$ cat config.mk
export PLATFORM = sky130hd
export DESIGN_NAME = l1_irq_aggregator
export DESIGN_NICKNAME = d
export VERILOG_FILES = /design/src/rtl/l1ic_pkg.sv /design/src/rtl/l1ic_sync.sv /design/src/rtl/l1ic_bank.sv /design/src/rtl/l1_irq_aggregator.sv
export SDC_FILE = /design/constraint.sdc
export NUM_CORES = 1
export LEC_CHECK = 0
export CORE_ASPECT_RATIO = 1.1
export CORE_UTILIZATION = 30
export DETAILED_ROUTE_END_ITERATION = 6
export PLACE_DENSITY_LB_ADDON = 0.08
export SETUP_SLACK_MARGIN = 0.05
export SKIP_CTS_REPAIR_TIMING = 1
export SLEW_MARGIN = 20
export SYNTH_ARGS = -nofsm -noshare
export SYNTH_HDL_FRONTEND = slang
export SYNTH_SLANG_ARGS = --single-unit
$ cat constraint.sdc
create_clock -name clk -period 1.2 [get_ports clk]
set_input_delay 0.12 -clock clk [delete_from_list [all_inputs] [get_ports clk]]
set_output_delay 0.12 -clock clk [all_outputs]
set_load 0.05 [all_outputs]
$ cat src/rtl/l1ic_pkg.sv
// Shared constants and types for the multi-bank interrupt aggregator.
package l1ic_pkg;
    localparam int WORD_BITS = 32;

    // Register group order inside a bank; the address decode depends on it.
    typedef enum logic [1:0] {
        GRP_LEVEL = 2'd0,
        GRP_MASK  = 2'd1,
        GRP_MSET  = 2'd2,
        GRP_MCLR  = 2'd3
    } grp_e;
endpackage

$ cat src/rtl/l1ic_sync.sv
// Two-flop synchroniser for a vector of independent level signals.
// Assumes each bit is a slow level; no bus coherency across bits is implied.
module l1ic_sync #(
    parameter int W = 64
) (
    input  logic         clk,
    input  logic         rst_n,
    input  logic [W-1:0] src_in,
    output logic [W-1:0] sync_out
);
    logic [W-1:0] stage1;
    logic [1:0]   settle;

    // Two register stages between the asynchronous input and the output.
    always_ff @(posedge clk) begin
        if (!rst_n) begin
            stage1   <= '0;
            sync_out <= '0;
        end else begin
            stage1   <= src_in;
            sync_out <= stage1;
        end
    end

    // Counts edges since reset so the latency check only looks at valid history.
    always_ff @(posedge clk) begin
        if (!rst_n)            settle <= 2'd0;
        else if (settle != 2'd2) settle <= settle + 2'd1;
    end

    // output equals the input from two edges earlier.
    a_r2_two_stage: assert property (@(posedge clk) disable iff (!rst_n)
        (settle == 2'd2) |-> (sync_out == $past(src_in, 2)));
endmodule

$ cat src/rtl/l1ic_bank.sv
// One CPU bank: per-word mask registers with write-one set / write-one clear,
// and a registered OR-reduction of unmasked pending levels to one output.
// Assumes wr_set and wr_clr are never asserted together (decoder guarantees).
module l1ic_bank #(
    parameter int NWORDS = 2,
    parameter int WSEL_W = 1
) (
    input  logic                                  clk,
    input  logic                                  rst_n,
    input  logic [NWORDS*l1ic_pkg::WORD_BITS-1:0] level,
    input  logic                                  wr_set,
    input  logic                                  wr_clr,
    input  logic [WSEL_W-1:0]                     wr_word,
    input  logic [l1ic_pkg::WORD_BITS-1:0]        wdata,
    output logic [NWORDS*l1ic_pkg::WORD_BITS-1:0] mask,
    output logic                                  irq
);
    import l1ic_pkg::*;

    logic [NWORDS-1:0] word_hit;

    for (genvar w = 0; w < NWORDS; w++) begin : g_word
        assign word_hit[w] = (wr_word == WSEL_W'(w));

        // Mask word: reset to all-disabled, set or clear only the bits written as 1.
        always_ff @(posedge clk) begin
            if (!rst_n)
                mask[w*WORD_BITS +: WORD_BITS] <= '1;
            else if (wr_set && word_hit[w])
                mask[w*WORD_BITS +: WORD_BITS] <= mask[w*WORD_BITS +: WORD_BITS] | wdata;
            else if (wr_clr && word_hit[w])
                mask[w*WORD_BITS +: WORD_BITS] <= mask[w*WORD_BITS +: WORD_BITS] & ~wdata;
        end
    end

    // Registered output: any unmasked pending level in any word.
    always_ff @(posedge clk) begin
        if (!rst_n) irq <= 1'b0;
        else        irq <= |(level & ~mask);
    end

    // a set write can only raise mask bits.
    a_r4_set_only_raises: assert property (@(posedge clk) disable iff (!rst_n)
        wr_set |=> (($past(mask) & ~mask) == '0));
    // a clear write can only lower mask bits.
    a_r5_clr_only_lowers: assert property (@(posedge clk) disable iff (!rst_n)
        wr_clr |=> ((mask & ~$past(mask)) == '0));
    // with no write strobe into this bank, the mask holds.
    a_r9_mask_holds: assert property (@(posedge clk) disable iff (!rst_n)
        (!wr_set && !wr_clr) |=> $stable(mask));
    // a fully masked bank never raises its line.
    a_r8_all_masked_quiet: assert property (@(posedge clk) disable iff (!rst_n)
        (&mask) |=> !irq);
    // Decoder contract.
    a_r3_one_strobe: assert property (@(posedge clk) disable iff (!rst_n)
        $onehot0({wr_set, wr_clr}));
endmodule

$ cat src/rtl/l1_irq_aggregator.sv
// Multi-bank level interrupt aggregator top: synchronises sources, decodes the
// packed register layout (offset = (group*NWORDS + word)*4) per selected bank,
// and instantiates one mask/output bank per CPU target.
// Assumes single-cycle register accesses; read data is combinational.
module l1_irq_aggregator #(
    parameter int NWORDS = 2,
    parameter int NCPU   = 2,
    localparam int SRC_W  = NWORDS * 32,
    localparam int ADDR_W = $clog2(16 * NWORDS),
    localparam int CPU_W  = (NCPU > 1) ? $clog2(NCPU) : 1
) (
    input  logic              clk,
    input  logic              rst_n,
    input  logic [SRC_W-1:0]  src_lvl,
    input  logic [CPU_W-1:0]  reg_cpu,
    input  logic [ADDR_W-1:0] reg_addr,
    input  logic              reg_wr,
    input  logic [31:0]       reg_wdata,
    output logic [31:0]       reg_rdata,
    output logic [NCPU-1:0]   cpu_irq
);
    import l1ic_pkg::*;

    localparam int IDX_W  = ADDR_W - 2;
    localparam int WSEL_W = (NWORDS > 1) ? $clog2(NWORDS) : 1;
    localparam int N_REGS = 4 * NWORDS;

    logic [SRC_W-1:0]  level;
    logic [IDX_W-1:0]  reg_idx;
    logic              idx_ok;
    logic              cpu_ok;
    grp_e              dec_grp;
    logic [WSEL_W-1:0] dec_word;
    logic [SRC_W-1:0]  bank_mask [NCPU];
    logic [NCPU*SRC_W-1:0] all_mask;

    l1ic_sync #(.W(SRC_W)) u_sync (
        .clk      (clk),
        .rst_n    (rst_n),
        .src_in   (src_lvl),
        .sync_out (level)
    );

    // Address decode: register index split into group and word.
    always_comb begin
        reg_idx  = reg_addr[ADDR_W-1:2];
        idx_ok   = (32'(reg_idx) < N_REGS);
        cpu_ok   = (32'(reg_cpu) < NCPU);
        dec_grp  = grp_e'(2'(32'(reg_idx) / NWORDS));
        dec_word = WSEL_W'(32'(reg_idx) % NWORDS);
    end

    for (genvar c = 0; c < NCPU; c++) begin : g_bank
        logic hit;
        assign hit = reg_wr && idx_ok && (reg_cpu == CPU_W'(c));

        l1ic_bank #(.NWORDS(NWORDS), .WSEL_W(WSEL_W)) u_bank (
            .clk     (clk),
            .rst_n   (rst_n),
            .level   (level),
            .wr_set  (hit && (dec_grp == GRP_MSET)),
            .wr_clr  (hit && (dec_grp == GRP_MCLR)),
            .wr_word (dec_word),
            .wdata   (reg_wdata),
            .mask    (bank_mask[c]),
            .irq     (cpu_irq[c])
        );
        assign all_mask[c*SRC_W +: SRC_W] = bank_mask[c];
    end

    // Read mux: levels are shared, mask comes from the selected bank.
    always_comb begin
        reg_rdata = '0;
        if (idx_ok && cpu_ok) begin
            case (dec_grp)
                GRP_LEVEL: reg_rdata = level[32'(dec_word)*32 +: 32];
                GRP_MASK:  reg_rdata = bank_mask[reg_cpu][32'(dec_word)*32 +: 32];
                default:   reg_rdata = '0;
            endcase
        end
    end

    // writes to the read-only groups leave every mask unchanged.
    a_r7_ro_groups: assert property (@(posedge clk) disable iff (!rst_n)
        (reg_wr && (dec_grp == GRP_LEVEL || dec_grp == GRP_MASK)) |=> $stable(all_mask));
    // the outputs are quiet in the first cycle out of reset.
    a_r1_quiet_after_reset: assert property (@(posedge clk)
        !rst_n |=> (cpu_irq == '0));
endmodule

==> flow_summary.json <==
{
  "hpwlAfterDp_microns": 27500,
  "ys_top_cells_by_count": "258 x dfxtp_1, 256 x nand2_1, 128 x and2_1, 128 x o211ai_1, 70 x inv_1",
  "p_clk_share_pct": 45.2,
  "cp.required_ns": 1.08,
  "synth_compound_area_share_pct": 14.5,
  "firstDrtPassIters": 5,
  "power_density_nw_per_um2": 1350,
  "diodes": 0,
  "wl_per_cell_microns": 19.7,
  "cts_buffer_depth": 3,
  "syn-cell-area_sq_um": 10700,
  "place.gp.congestion": 0.881,
  "fin_setup_tns_ns": -24.04,
  "worstHoldStart": "reg_addr[3]",
  "yosys_most_used_dff": "dfxtp_1",
  "port_buffers": 136,
  "clock_sinks": 258,
  "synth-xor-area-share_pct": 0,
  "seqPwrFrac_pct": 42.4,
  "cp_top_family": "multiplexers",
  "vias": 9186,
  "timing.rr.start": "u_sync.sync_out[53]",
  "synth_warnings": 0,
  "synth_cell_types": 30,
  "clkTransAtPathRegs_ns": 0.06,
  "drt-initial-drc-count": 615,
  "hp-class": "in2reg",
  "drive_above_1_share_pct": 34.2,
  "antenna_found_initial": 0,
  "synth_most_common_cell": "dfxtp_1",
  "violations": "negative setup slack",
  "synth_edf_count": 0,
  "synthTopCellsByArea": "dfxtp_1 48%, nand2_1 8.9%, o211ai_1 8.9%, and2_1 7.5%, mux4_2 4.2%",
  "rsz0062_at_grt": "true",
  "ys_seq_area_share_pct": 48.1,
  "finalInstanceArea_sq_um": 15900,
  "synth_top_family_by_area": "simple AND/OR/NAND/NOR gates",
  "die_area_sq_um": 36600,
  "slowest_delay_ns": 0.49,
  "whs_ns": 0.0659,
  "grt-ovfl-total": 0,
  "num-nets-final": 1522,
  "wirelength_microns": 37800,
  "internal_power_uw": 16200,
  "yosys.area.top_type_share_pct": 48.1,
  "syn_inst": 1175,
  "total_switching_power_uw": 5320,
  "place_area_sq_um": 13700,
  "power_leakage_uw": 0.00660,
  "drv_cap": 0,
  "cts_tree": "done",
  "fmax_ghz": 0.496,
  "async_reset_ff_share_pct": 0,
  "hold_viol": 0,
  "tightest_slew_ns": 0.514,
  "critical_path_class": "reg2out",
  "dpl.cell_count": 1833,
  "grt_max_degree": 38,
  "grt_pass1_vias": 8748,
  "syn_area_per_cell_sq_um": 9.14,
  "yosys.area.top_type": "dfxtp_1",
  "clk_latency_ns": 0.55,
  "die_w_microns": 182,
  "synthSimpleGateAreaFrac_pct": 20.8,
  "grt_use_total_pct": 20.0,
  "startpoint_type": "flop",
  "chipHeight_microns": 200,
  "drcViolationCount": 0,
  "areaGrowthSynthToFinish_pct": 47.9,
  "synthAdderAreaFrac_pct": 0,
  "report.final.slew_viol_count": 0,
  "core_area_sq_um": 35200,
  "synth-seq-cells": 258,
  "cts_inserted_buffers": 29,
  "switching_share_pct": 24.7,
  "rows": 72,
  "end_kind": "output pin",
  "crit_buf_inv": 2,
  "initial_core_util_pct": 30.5,
  "cp_slowest_cell": "mux4_2",
  "period_share_pct": 168,
  "grt_first_pass_wirelength_microns": 54800,
  "comb_power_share_pct": 12.4,
  "skew_ns": 0.0171,
  "worstPathCellList": "buf_6 > mux4_2 > a21oi_4 > nor2_4 > buf_8",
  "io_pins": 139,
  "worstPathArrival_ns": 1.90,
  "synth_fp_nets": 1280,
  "place_ws_ns": -0.521,
  "outcome": "finished, violations left",
  "clock-root-buffer": "clkbuf_16",
  "fin_crit_ns": 2.02,
  "htreeDepth": 1,
  "vdd_ir_drop_max_uv": 668,
  "final_antenna_net_count": 0,
  "crit_fanout": 2,
  "synth.area.mux_share_pct": 10.1,
  "setup_viol": 34,
  "instances_no_fill": 1918,
  "viasPerCell": 4.79,
  "worst_slack_ns": -0.816,
  "maxSlewHeadroom_pct": 65.7
}
worst paths after layout:
check / slack [ns] / depth (start not counted) / end
max: -0.82 / 5 / reg_rdata[8]
min: 0.07 / 3 / flop
max reg2reg: -0.30 / 5 / g_bank[1].u_bank.irq
min reg2reg: 0.43 / 1 / u_sync.sync_out[35]
routing by layer:
metal / track usage [%] / part of all wire (%) / up-vias
li1: - / - / 4520
met1: 29.1 / 47 / 4314
met2: 30.3 / 44 / 289
met3: 2.87 / 5.7 / 63
met4: 6.33 / 3.1 / 0
met5: 0 / 0 / -
tightest hold or removal path, stage by stage:
cell,delay [ns]
buf_6,0.18
buf_12,0.17
o211ai_1,0.10
cell type report:
type,count,area [sq um]
clock inverter,17,278
inverter,70,265
fill,3384,19300
timing repair buffer,291,2980
tap,481,602
clock buffer,34,764
multi-input combinational,767,5710
sequential,258,5290
per-stage QoR:
| step | util (%) | total power (uW) |
|---|---|---|
| detailed placement | 39.0 | 11700 |
| CTS | 41.9 | 21500 |
| global placement | 39.0 | 11700 |
| global route | 45.1 | 22400 |
| floorplan | - | 10600 |
| finish | 45.1 | 21500 |
power by group through the flow:
stage	sequential [uW]	combinational, uW	clock (uW)
after floorplan	9160	1400	0
final	9130	2660	9720
after CTS	9110	2420	9950
after detailed placement	9300	2420	0
after global placement	9300	2410	0
after global routing	9150	2840	10400
cells by family after synthesis:
logic type      Yosys count
simple gates            481
flops                   258
compound gates          222
buf+inv                 150
mux                      64
cells in the final DEF (no fill, tap or decap), drive strengths merged, types with 36 or more instances in the layout:
cell type / synthesis / routed
and2: 128 / 128
buf: 31 / 190
clkbuf: 49 / 36
clkdlybuf4s50: 0 / 96
dfxtp: 258 / 258
inv: 70 / 71
nand2: 257 / 257
nor2: 64 / 64
o211ai: 128 / 128
o22ai: 44 / 44
No activity file was read; power rests on OpenSTA's default activity.
